<file path="src/rtl/sysclk_div_pkg.sv">
package sysclk_div_pkg;

   localparam int SRC_LSB  = 0;
   localparam int PRES_LSB = 4;
   localparam int MDIV_LSB = 8;
   localparam int FIELD_TOP = 10;

   typedef struct packed {
      logic [2:0] mdiv;
      logic [2:0] pres;
      logic [1:0] src;
   } clk_cfg_t;

   localparam clk_cfg_t CFG_RST = '{mdiv: 3'd0, pres: 3'd0, src: 2'd1};

   typedef enum logic [1:0] {
      ST_IDLE   = 2'd0,
      ST_WAIT   = 2'd1,
      ST_SETTLE = 2'd2
   } seq_st_t;

   function automatic logic [6:0] pres_ratio(input logic [2:0] code);
      logic [6:0] r;
      if (code == 3'd7) r = 7'd3;
      else              r = 7'd1 << code;
      return r;
   endfunction

   function automatic logic [2:0] mdiv_ratio(input logic [2:0] code);
      logic [2:0] r;
      case (code)
         3'd1:    r = 3'd2;
         3'd2:    r = 3'd4;
         3'd3:    r = 3'd3;
         3'd4:    r = 3'd5;
         default: r = 3'd1;
      endcase
      return r;
   endfunction

   function automatic logic mdiv_reserved(input logic [2:0] code);
      return code > 3'd4;
   endfunction

endpackage

</file>
<file path="src/rtl/sysclk_ratio_cnt.sv">
module sysclk_ratio_cnt #(
   parameter int CNT_W = 7
) (
   input  logic             clk,
   input  logic             rst_n,
   input  logic             tick_i,
   input  logic [CNT_W-1:0] ratio_i,
   output logic             pulse_o
);

   logic [CNT_W-1:0] cnt_q;
   logic             last;

   assign last    = (cnt_q == ratio_i - CNT_W'(1));
   assign pulse_o = tick_i && last;

   always_ff @(posedge clk or negedge rst_n) begin
      if (!rst_n) begin
         cnt_q <= '0;
      end else if (tick_i) begin
         if (last) cnt_q <= '0;
         else      cnt_q <= cnt_q + CNT_W'(1);
      end
   end

endmodule

</file>
<file path="src/rtl/sysclk_cfg_seq.sv">
module sysclk_cfg_seq
   import sysclk_div_pkg::*;
#(
   parameter int DATA_W     = 32,
   parameter int SETTLE_CYC = 4
) (
   input  logic              clk,
   input  logic              rst_n,
   input  logic              wr_en_i,
   input  logic [DATA_W-1:0] wr_data_i,
   input  logic              wp_en_i,
   input  logic              boundary_i,
   output clk_cfg_t          cfg_o,
   output clk_cfg_t          act_o,
   output logic              ready_o,
   output logic              err_o
);

   localparam int SC_W = (SETTLE_CYC > 1) ? $clog2(SETTLE_CYC) : 1;
   localparam logic [SC_W-1:0] SC_LAST = SC_W'(SETTLE_CYC - 1);

   clk_cfg_t        cfg_q, act_q, req;
   seq_st_t         st_q;
   logic [SC_W-1:0] sc_q;
   logic            err_q;
   logic [2:0]      diff;
   logic            wr_ok, multi, accept;

   always_comb begin
      req.src  = wr_data_i[SRC_LSB  +: 2];
      req.pres = wr_data_i[PRES_LSB +: 3];
      req.mdiv = wr_data_i[MDIV_LSB +: 3];
      diff     = {req.mdiv != cfg_q.mdiv, req.pres != cfg_q.pres, req.src != cfg_q.src};
      wr_ok    = wr_en_i && !wp_en_i && (st_q == ST_IDLE);
      multi    = wr_ok && ($countones(diff) > 1);
      accept   = wr_ok && ($countones(diff) == 1) && !mdiv_reserved(req.mdiv);
   end

   always_ff @(posedge clk or negedge rst_n) begin
      if (!rst_n) begin
         cfg_q <= CFG_RST;
         act_q <= CFG_RST;
         st_q  <= ST_IDLE;
         sc_q  <= '0;
         err_q <= 1'b0;
      end else begin
         if (multi) err_q <= 1'b1;
         case (st_q)
            ST_IDLE: begin
               if (accept) begin
                  cfg_q <= req;
                  st_q  <= ST_WAIT;
               end
            end
            ST_WAIT: begin
               if (boundary_i) begin
                  act_q <= cfg_q;
                  sc_q  <= '0;
                  st_q  <= ST_SETTLE;
               end
            end
            ST_SETTLE: begin
               if (sc_q == SC_LAST) st_q <= ST_IDLE;
               else                 sc_q <= sc_q + SC_W'(1);
            end
            default: st_q <= ST_IDLE;
         endcase
      end
   end

   assign cfg_o   = cfg_q;
   assign act_o   = act_q;
   assign ready_o = (st_q == ST_IDLE);
   assign err_o   = err_q;

endmodule

</file>
<file path="src/rtl/sysclk_div_ctrl.sv">
module sysclk_div_ctrl
   import sysclk_div_pkg::*;
#(
   parameter int DATA_W     = 32,
   parameter int PCNT_W     = 7,
   parameter int MCNT_W     = 3,
   parameter int SETTLE_CYC = 4,
   parameter bit OUT_REG    = 1'b0
) (
   input  logic              clk,
   input  logic              rst_n,
   input  logic [3:0]        src_en_i,
   input  logic              wr_en_i,
   input  logic [DATA_W-1:0] wr_data_i,
   input  logic              wp_en_i,
   output logic [DATA_W-1:0] cfg_rd_o,
   output logic              ready_o,
   output logic              err_o,
   output logic              pck_en_o,
   output logic              mck_en_o
);

   if (DATA_W < FIELD_TOP + 1) begin : g_bad_data_w
      $error("DATA_W too narrow for the field layout");
   end
   if (PCNT_W < 7) begin : g_bad_pcnt_w
      $error("PCNT_W must hold a ratio of 64");
   end
   if (MCNT_W < 3) begin : g_bad_mcnt_w
      $error("MCNT_W must hold a ratio of 5");
   end
   if (SETTLE_CYC < 1) begin : g_bad_settle
      $error("SETTLE_CYC must be at least 1");
   end

   clk_cfg_t cfg, act;
   logic     tick, pck, mck;

   sysclk_cfg_seq #(
      .DATA_W     (DATA_W),
      .SETTLE_CYC (SETTLE_CYC)
   ) seq_i (
      .clk        (clk),
      .rst_n      (rst_n),
      .wr_en_i    (wr_en_i),
      .wr_data_i  (wr_data_i),
      .wp_en_i    (wp_en_i),
      .boundary_i (mck),
      .cfg_o      (cfg),
      .act_o      (act),
      .ready_o    (ready_o),
      .err_o      (err_o)
   );

   assign tick = src_en_i[act.src];

   sysclk_ratio_cnt #(.CNT_W(PCNT_W)) pres_cnt_i (
      .clk     (clk),
      .rst_n   (rst_n),
      .tick_i  (tick),
      .ratio_i (PCNT_W'(pres_ratio(act.pres))),
      .pulse_o (pck)
   );

   sysclk_ratio_cnt #(.CNT_W(MCNT_W)) mdiv_cnt_i (
      .clk     (clk),
      .rst_n   (rst_n),
      .tick_i  (pck),
      .ratio_i (MCNT_W'(mdiv_ratio(act.mdiv))),
      .pulse_o (mck)
   );

   always_comb begin
      cfg_rd_o = '0;
      cfg_rd_o[SRC_LSB  +: 2] = cfg.src;
      cfg_rd_o[PRES_LSB +: 3] = cfg.pres;
      cfg_rd_o[MDIV_LSB +: 3] = cfg.mdiv;
   end

   if (OUT_REG) begin : g_out_reg
      logic pck_q, mck_q;
      always_ff @(posedge clk or negedge rst_n) begin
         if (!rst_n) begin
            pck_q <= 1'b0;
            mck_q <= 1'b0;
         end else begin
            pck_q <= pck;
            mck_q <= mck;
         end
      end
      assign pck_en_o = pck_q;
      assign mck_en_o = mck_q;
   end else begin : g_out_comb
      assign pck_en_o = pck;
      assign mck_en_o = mck;
   end

endmodule

</file>
<file path="config.mk">
export PLATFORM = sky130hd
export DESIGN_NAME = sysclk_div_ctrl
export DESIGN_NICKNAME = d
export VERILOG_FILES = /design/src/rtl/sysclk_div_pkg.sv /design/src/rtl/sysclk_ratio_cnt.sv /design/src/rtl/sysclk_cfg_seq.sv /design/src/rtl/sysclk_div_ctrl.sv
export SDC_FILE = /design/constraint.sdc
export NUM_CORES = 1
export LEC_CHECK = 0
export ABC_CLOCK_PERIOD_IN_PS = 5200
export BUFFER_PORTS_ARGS = -buffer_cell sky130_fd_sc_hd__clkbuf_2
export CAP_MARGIN = 20
export CORE_UTILIZATION = 42
export DETAILED_ROUTE_END_ITERATION = 8
export PLACE_DENSITY = 0.72
export RECOVER_POWER = 25
export SYNTH_ARGS = -nofsm -noshare
export SYNTH_HDL_FRONTEND = slang
export SYNTH_SLANG_ARGS = --single-unit
export TNS_END_PERCENT = 30
</file>
<file path="constraint.sdc">
create_clock -name clk -period 5.2 [get_ports clk]
set_input_delay 0.26 -clock clk [delete_from_list [all_inputs] [get_ports clk]]
set_output_delay 0.26 -clock clk [all_outputs]
set_load 0.02 [all_outputs]
</file>
# Yosys cells after proc, flatten, opt, wreduce, memory -nomap -nowiden
# Cells that the tools add are included.
[word_totals]
register_bits = 31
inputBits = 40
out_inout_bits = 36
word_cells = 68
[classes]
addsub = 7
magnitude_cmp = 3
eq_ne = 18
shifts = 1
muxes = 13
n_reduce_logical = 15
[ops]
columns = ["op", "n"]
rows = [
  ["adder 32 x 1 -> 32 bit", 1],
  ["== test 32 x 2 -> 1 bit (second input constant)", 1],
  ["greater-than comparator 32 x 2 -> 1 bit (second input constant)", 1],
  ["2-to-1 mux 7 bit", 2],
  ["one-hot mux 3 bit (4 select lines)", 1],
  ["2-to-1 mux 2 bit", 5],
  ["adder 7 x 1 -> 7 bit (second input constant)", 1],
  ["== test 7 bit", 1],
  ["logical AND 1 bit", 7],
  ["<< shifter 1 x 3 -> 7 bit (first input constant)", 1],
  ["subtractor 7 x 1 -> 7 bit (second input constant)", 1],
  ["== test 3 x 2 -> 1 bit (second input constant)", 2],
  ["== test 3 bit (second input constant)", 2],
  ["!= test 3 bit", 2],
  ["one-hot mux 2 bit (3 select lines)", 1],
  ["AND reduction 3 bit", 2],
  ["== test 2 bit (second input constant)", 2],
  ["!= test 2 x 1 -> 1 bit (second input constant)", 2],
  ["!= test 2 bit (second input constant)", 2],
  ["one-hot mux 2 bit (2 select lines)", 1],
  ["AND reduction 2 bit", 2],
  ["adder 3 x 1 -> 3 bit (second input constant)", 1],
  ["== test 3 x 1 -> 1 bit (second input constant)", 1],
  ["== test 3 bit", 1],
  ["13 further kinds", 14],
]

# Depth between registers and ports, before layout
# Gate-level depths: netlist (run 1).
[logic_depth]
ltp_word = 8
mapped_depth = 12
depth_no_buf = 11

# Hierarchy
# From an unflattened synthesis (run 1), not the netlist that was laid out.
[unflattened]
cells_unflattened = 204
hier_area_um2 = 2119.5
[modules_own_cells]
columns = ["module", "n_inst", "cells_per_inst", "area_each_um2", "seq_area_each_um2"]
rows = [
  ["sysclk_cfg_seq", 1, 71, 973.4, 528.0],
  ["sysclk_ratio_cnt (pres_cnt_i)", 1, 73, 631.9, 175.2],
  ["sysclk_div_ctrl", 1, 42, 312.8, 0.0],
  ["sysclk_ratio_cnt (mdiv_cnt_i)", 1, 18, 201.4, 75.1],
]

# Least setup slack after synthesis (run 1)
# OpenSTA, ideal clock, no wires.
[synth_path]
kind = "reg-to-output"
start = "reg seq_i.act_q (netlist bit seq_i.act_o[4])"
end = "out mck_en_o"
t_arrival_ns = 2.897
required_time_ns = 4.940
slack_ns = 2.043
stages_incl_launch_ff = 9
path_buffers = 1
cell_sequence = "dfrtp_1 > clkbuf_1 > inv_1 > ha_1 > or3b_1 > a311o_1 > a31oi_1 > o2111ai_2 > nor4_1"
[synth_between]
elab_chain_cells = 6
elab_cells_between_ends = 7
classes_between = "add/sub (1); eq/ne (2); shift (1); mux (1); reduce/logical (2)"
[synth_rtl]
columns = ["item", "line", "source"]
rows = [
  ["from (decl)", "sysclk_cfg_seq.sv:22", "clk_cfg_t cfg_q, act_q, req;"],
  ["from (signal assigned)", "sysclk_cfg_seq.sv:57", "act_q <= cfg_q;"],
  ["== test 3 bit / << shifter 1 x 3 -> 7 bit (equally long branches)", "sysclk_div_pkg.sv:24, sysclk_div_pkg.sv:25", ""],
  ["2-to-1 mux 7 bit *", "sysclk_div_pkg.sv:24", "if (code == 3'd7) r = 7'd3;"],
  ["subtractor 7 x 1 -> 7 bit *", "sysclk_ratio_cnt.sv:14", "assign last = (cnt_q == ratio_i - CNT_W'(1));"],
  ["== test 7 bit *", "sysclk_ratio_cnt.sv:14", ""],
  ["logical AND 1 bit * (2 in a row)", "sysclk_ratio_cnt.sv:15", "assign pulse_o = tick_i && last;"],
  ["to (decl)", "sysclk_div_ctrl.sv:20", "output logic mck_en_o"],
]
# Every way passes the cells marked *; elsewhere a longest branch is shown, timed or not.

# Final worst setup path (run 1)
[layout_path]
start = "reg seq_i.act_q (netlist bit seq_i.act_o[4])"
end = "reg seq_i.act_q (netlist bit seq_i.act_o[1])"
[layout_between]
elab_chain_cells = 7
elab_cells_between_ends = 8
classes_between = "add/sub (1); eq/ne (2); shift (1); mux (1); reduce/logical (3)"
[layout_rtl]
columns = ["item", "line"]
rows = [
  ["== test 3 bit / << shifter 1 x 3 -> 7 bit (equally long branches)", "sysclk_div_pkg.sv:24, sysclk_div_pkg.sv:25"],
  ["2-to-1 mux 7 bit *", "sysclk_div_pkg.sv:24"],
  ["subtractor 7 x 1 -> 7 bit *", "sysclk_ratio_cnt.sv:14"],
  ["== test 7 bit *", "sysclk_ratio_cnt.sv:14"],
  ["logical AND 1 bit * (2 in a row)", "sysclk_ratio_cnt.sv:15"],
  ["AND reduction 2 bit (no line) *", "-"],
]
# Marks and branches as above.
# A chain may end at the register's enable or synchronous reset.

==> impl_metrics.ini, run 1 <==
[die]
io_pins = 76
start_util_pct = 44.6
die_h_um = 73.7
num_rows = 25
die_x_um = 73.7
coreArea_um2 = 4850
die_area_um2 = 5440

[clock_network]
clkSinkCount = 31
clkLatencyLatePin_ns = 0.28
cts_resized = 0
cts_setup_buffers = 0
ctsHoldBuffers = 0
cts-root-buf = clkbuf_8
cts_tree = built
clockBufferDepth = 2
htreeDepth = 2
clk_pin_slew_ns = 0.07
cts_made_buffers = 5

[timing]
whs_ns = 0.237
worst_pin_slew_ns = 1.66
setup_viol = 0
setup_tns_ns = 0
slew_headroom_pct = -10.5
fin_skew_ns = 0.00987
fin_crit_sh_pct = 73.8
finalHoldViolCount = 0
rsz0062_at_grt = no
slew_viol_final = 32
post-route-min-period_ns = 3.84
fmax_ghz = 0.260

[synth]
synth_edf_count = 0
synth_area_leaders = dfrtp_1, buf_4, ha_1
yosysTopAreaCellShare_pct = 33.6
ys_seq_area_share_pct = 36.0
synth.distinct_cells = 54
synth_flop_cell = dfrtp_1
syn_avg_cell_area_um2 = 9.96
synth_most_common_cell = dfrtp_1
ys_warn_count = 0
syn_inst = 217
netlist_top_cells_count = dfrtp_1, buf_4, nor2_1
ys_ff_latch = 31
synthDominantAreaCellType = dfrtp_1
synth_area_um2 = 2160
async_flop_share_pct = 100

[worst_setup_path]
critPathLaunch = seq_i.act_o[4]
crit_slowest_cell = nor3_2
critical_path_class = reg2reg
slowest_delay_ns = 0.59
r2r-end = seq_i.act_o[1]
crit_arrival_ns = 4.00
rr_startpoint = seq_i.act_o[4]
crit_path_end_kind = flip-flop
crit_fanout = 14
critPathCapture = seq_i.act_o[1]
cp-start-kind = flip-flop
critPathRequiredTime_ns = 5.36
worstPathCellList = inv_1 > ha_1 > or3b_1 > a311o_1 > a31oi_1 > o2111ai_2 > nor3_2 > and3_1 > mux2_1
r2r_setup_slack_ns = 1.36
ff2ff_path_depth = 9

[power]
p_clk_share_pct = 18.7
switchingPower_uw = 538
sw_frac_of_total_pct = 43.5
vdd_drop_max_v = 0.000231
comb_power_share_pct = 49.6
p_leak_nw = 1.16
p_int_uw = 699
powerDensity_nw_per_um2 = 523
seqPwrFrac_pct = 31.8

[detailed_routing]
vias = 1514
vias_per_cell = 4.85
dr.pass1.iters = 4
drt-initial-drc-count = 42
wirelength_um = 3770
drc_errors = 0
wire_per_inst_um = 12.1
ant_nets = 0

[placed_design]
gp_congestion = 0.733
portBuffers = 27
dp_hpwl_um = 2800
placed_cell_area_um2 = 2260

[min_path]
min_path_type = in2reg

[layout]
fin_util_pct = 48.8
drive_above_1_share_pct = 20.8
final_nets = 298
areaGrowthSynthToFinish_pct = 9.44
finalInstanceArea_um2 = 2360
diodes = 0

[grt]
grt_max_degree = 32
overflow = 0
antenna_found_initial = 0
grt_pass1_vias = 1410
track_usage_pct = 15.0
grt_pass1_wl_um = 6240

[run_status]
status = complete, but fails checks
violations = max-capacitance violations, max-slew violations

[job]
drv_cap = 1
power groups by stage:
stage / registers (mW) / logic, mW / clock network (mW)
5_1_grt: 0.407 / 0.693 / 0.245
3_3_place_gp: 0.392 / 0.600 / 0
3_5_place_dp: 0.397 / 0.618 / 0
6_report: 0.393 / 0.613 / 0.231
4_1_cts: 0.393 / 0.622 / 0.236
2_1_floorplan: 0.376 / 0.517 / 0
cells in the final DEF (no fill, tap or decap), types with 4 or more instances in the layout:
master and n:
clkbuf_2 26, conb_1 24, nor2b_1 4, a21oi_1 7
a21o_1 4, xnor2_1 11, dfrtp_1 29, inv_1 9
ha_1 13, xor2_1 5, nand3_1 8, clkbuf_8 5
nor2_1 15, nand2_1 10, mux2_1 8, o21ai_0 11
mux2_2 9
worst min-delay path by stage:
stage / end / depth (start not counted) / startpoint
6_report: seq_i.cfg_o[3] / 2 / wr_data_i[5]
5_1_grt: seq_i.cfg_o[2] / 2 / wr_data_i[4]
4_1_cts: seq_i.cfg_o[4] / 1 / rst_n
3_5_place_dp: seq_i.err_o / 1 / rst_n
3_3_place_gp: seq_i.err_o / 1 / rst_n
2_1_floorplan: mdiv_cnt_i.cnt_q[0] / 0 / rst_n
final cells by class:
cell class                      instances  area [um^2]
Clock buffer                            7         76.3
Clock inverter                          1         30.0
Fill cell                             445         2480
Inverter                               10         37.5
Multi-Input combinational cell        169         1220
Sequential cell                        31          778
Tap cell                               67         83.8
Timing Repair Buffer                   27          134
metrics by stage:
| step | power (mW) | std cells | worst slack (ns) |
|---|---|---|---|
| after floorplan | 0.893 | 240 | 2.04 |
| after global placement | 0.992 | 304 | 1.36 |
| after detailed placement | 1.01 | 304 | 1.37 |
| after CTS | 1.25 | 312 | 1.34 |
| after global routing | 1.35 | 312 | 1.07 |
| final | 1.24 | 312 | 1.36 |
worst max-delay path: cells and delay by family, from the launching register on:
| kind | cells | cell delay, ns |
|---|---|---|
| fa+ha+maj | 1 | 0.37 |
| buf+inv | 1 | 0.19 |
| flops | 1 | 0.56 |
| mux | 1 | 0.36 |
| compound gates | 3 | 0.75 |
| simple gates | 3 | 1.48 |
registers in the layout (all words and copies together), names as in the netlist:
register / count
seq_i.err_o: 1
seq_i.act_o: 8
seq_i.st_q: 2
seq_i.sc_q: 2
seq_i.cfg_o: 8
mdiv_cnt_i.cnt_q: 3
pres_cnt_i.cnt_q: 7
per-layer routing:
layer	global-route usage, %	wire [um]
met5	0	0
met4	4.27	36
met3	4.53	118
met2	24.8	1850
met1	19.1	1760
cells by family after synthesis:
kind of cell,Yosys count,synth area share [%]
adders and majority gates,14,8.45
xor gates and xnor gates,16,6.49
other,1,0.174
AOI/OAI and AO/OA,39,13.2
buffers and inverters,40,11.3
and+or+nand+nor,57,14.0
DFF,31,36.0
muxes,19,10.4
(Power assumes the default switching activity.)
==> inputs of run 2 (changes only) <==
- ABC_CLOCK_PERIOD_IN_PS: 5200 -> 3300
- PLACE_DENSITY: 0.72 -> 0.75
- clock period: 5.2 -> 3.3 ns (I/O delays scaled with it)
==> run 2 against run 1 <==
Net effect: via count increased by 3.8%; non-clock buffer count up 4; sequential power is 51% higher; register-to-register slack worse by 1.1 ns; the run still ends with max-capacitance violations, max-slew violations left; sequential share of layout area fell by 0.46 points; utilization is 0.70 points higher; first-iteration DRC count up 40%; critical path depth decreased by 1; clock skew fell by 0.0065 ns; critical endpoint is now mck_en_o.
==> impl_metrics.ini, run 2 (synthesized netlist as in run 1, its figures left out) <==
[power]
p_int_mw = 1.14
p_clk_share_pct = 19.1
sw_frac_of_total_pct = 43.0
p_leak_nw = 1.17
p_total_mw = 2.01
switchingPower_uw = 865
seqPwrFrac_pct = 29.5
vdd_drop_max_v = 0.000566
powerDensity_nw_per_um2 = 838
comb_power_share_pct = 51.4

[clock_network]
clk_pin_slew_ns = 0.06
ctsHoldBuffers = 1
clkSinkCount = 31
cts_tree = built
cts-root-buf = clkbuf_8
clkLatencyLatePin_ns = 0.29
cts_setup_buffers = 0
htreeDepth = 2
clockBufferDepth = 2
cts_resized = 0
cts_made_buffers = 5

[run_status]
status = complete, but fails checks
violations = max-capacitance violations, max-slew violations

[worst_setup_path]
crit_buf_inv = 2
critPathRequiredTime_ns = 3.13
crit_slowest_cell = nor4_1
crit_path_end_kind = output pin
crit_fanout = 6
critical_path_class = reg2out
cp.depth = 8
slowest_delay_ns = 0.44
crit_arrival_ns = 2.91
path_delay_family = simple AND/OR/NAND/NOR gates
cp-start-kind = flip-flop
worstPathCellList = inv_1 > ha_1 > or3b_1 > a311o_1 > a31oi_1 > o2111ai_2 > nor4_1 > clkbuf_2
ff2ff_path_depth = 9

[grt]
antenna_found_initial = 0
overflow = 0
met2_usage_pct = 26.2
grt_max_degree = 32
track_usage_pct = 15.1
gr-usage-met1_pct = 17.8
top_usage_layer = met2
grt_pass1_vias = 1427
grt_pass1_wl_um = 6170
use_met3_pct = 2.88

[placed_design]
portBuffers = 27
pre_cts_slack_ns = 0.209
gp_congestion = 0.739
dp_hpwl_um = 2810

[timing]
setup_viol = 0
slew_headroom_pct = -9.73
post-route-min-period_ns = 3.08
finalHoldViolCount = 0
setup_ws_ns = 0.220
worst_pin_slew_ns = 1.65
fin_skew_ns = 0.00339
slew_viol_final = 32
rsz0062_at_grt = no
fin_crit_sh_pct = 93.3
setup_tns_ns = 0
fmax_ghz = 0.325

[detailed_routing]
wire_per_inst_um = 11.9
ant_nets = 0
dr.pass1.iters = 4
drt-initial-drc-count = 59
vias_per_cell = 4.97
wirelength_um = 3770
vias = 1571
drc_errors = 0

[die]
coreArea_um2 = 4850
die_x_um = 73.7
start_util_pct = 44.6
io_pins = 76
die_h_um = 73.7
die_area_um2 = 5440
num_rows = 25

[job]
drv_cap = 1

[min_path]
min_path_type = in2reg
whs_path_depth = 2

[layout]
diodes = 0
drive_above_1_share_pct = 19.3
fin_util_pct = 49.5
final_nets = 302
final_common_cell = dfrtp_1
mostFrequentLayoutCells = dfrtp_1, conb_1, clkbuf_2, nor2_1, ha_1
nFillCells = 454
areaGrowthSynthToFinish_pct = 11.0
run 2: changes by cell type in the layout (fill, tap and decap cells not counted):
cell and change:
clkbuf_2 -8, clkbuf_1 +6, buf_4 +3, clkbuf_8 +1, clkinv_2 +1, dlygate4sd3_1 +1
run 2: power by group through the flow:
stage               logic (mW)  registers (mW)  clock network, mW
detailed placement        1.04           0.598                  0
floorplan                0.814           0.592                  0
global route              1.17           0.606              0.413
finish                    1.03           0.592              0.385
global placement          1.01           0.591                  0
CTS                       1.05           0.592              0.394
run 2: layout make-up:
type	instances	area, um^2	area share, %
Timing Repair Buffer	31	156	6.52
Multi-Input combinational cell	169	1220	51.1
Tap cell	67	83.8	3.50
Clock buffer	6	82.6	3.44
Sequential cell	31	778	32.4
Clock inverter	2	35.0	1.46
Inverter	10	37.5	1.56
run 2: worst paths after layout:
check                          startpoint                  end  slack, ns
max reg2reg                seq_i.act_o[4]       seq_i.act_o[5]       0.22
min reg2reg                   seq_i.err_o          seq_i.err_o       0.49
min in group asynchronous           rst_n       seq_i.cfg_o[7]       0.84
max in group asynchronous           rst_n  pres_cnt_i.cnt_q[5]       1.51
min                          wr_data_i[6]       seq_i.cfg_o[4]       0.14
max                        seq_i.act_o[4]             mck_en_o       0.22
run 2: stage by stage:
stage / hold slack [ns] / area [um^2] / cells
final: 0.139 / 2400 / 316
after global routing: 0.132 / 2400 / 316
after CTS: 0.133 / 2410 / 316
after detailed placement: 0.283 / 2280 / 307
after global placement: 0.276 / 2280 / 307
after floorplan: -0.131 / 2250 / 240
run 2: layer usage:
| layer | vias up | wire length [um] |
|---|---|---|
| met5 | - | 0 |
| met4 | 0 | 26 |
| met3 | 4 | 185 |
| met2 | 46 | 1950 |
| met1 | 754 | 1610 |
| li1 | 767 | - |
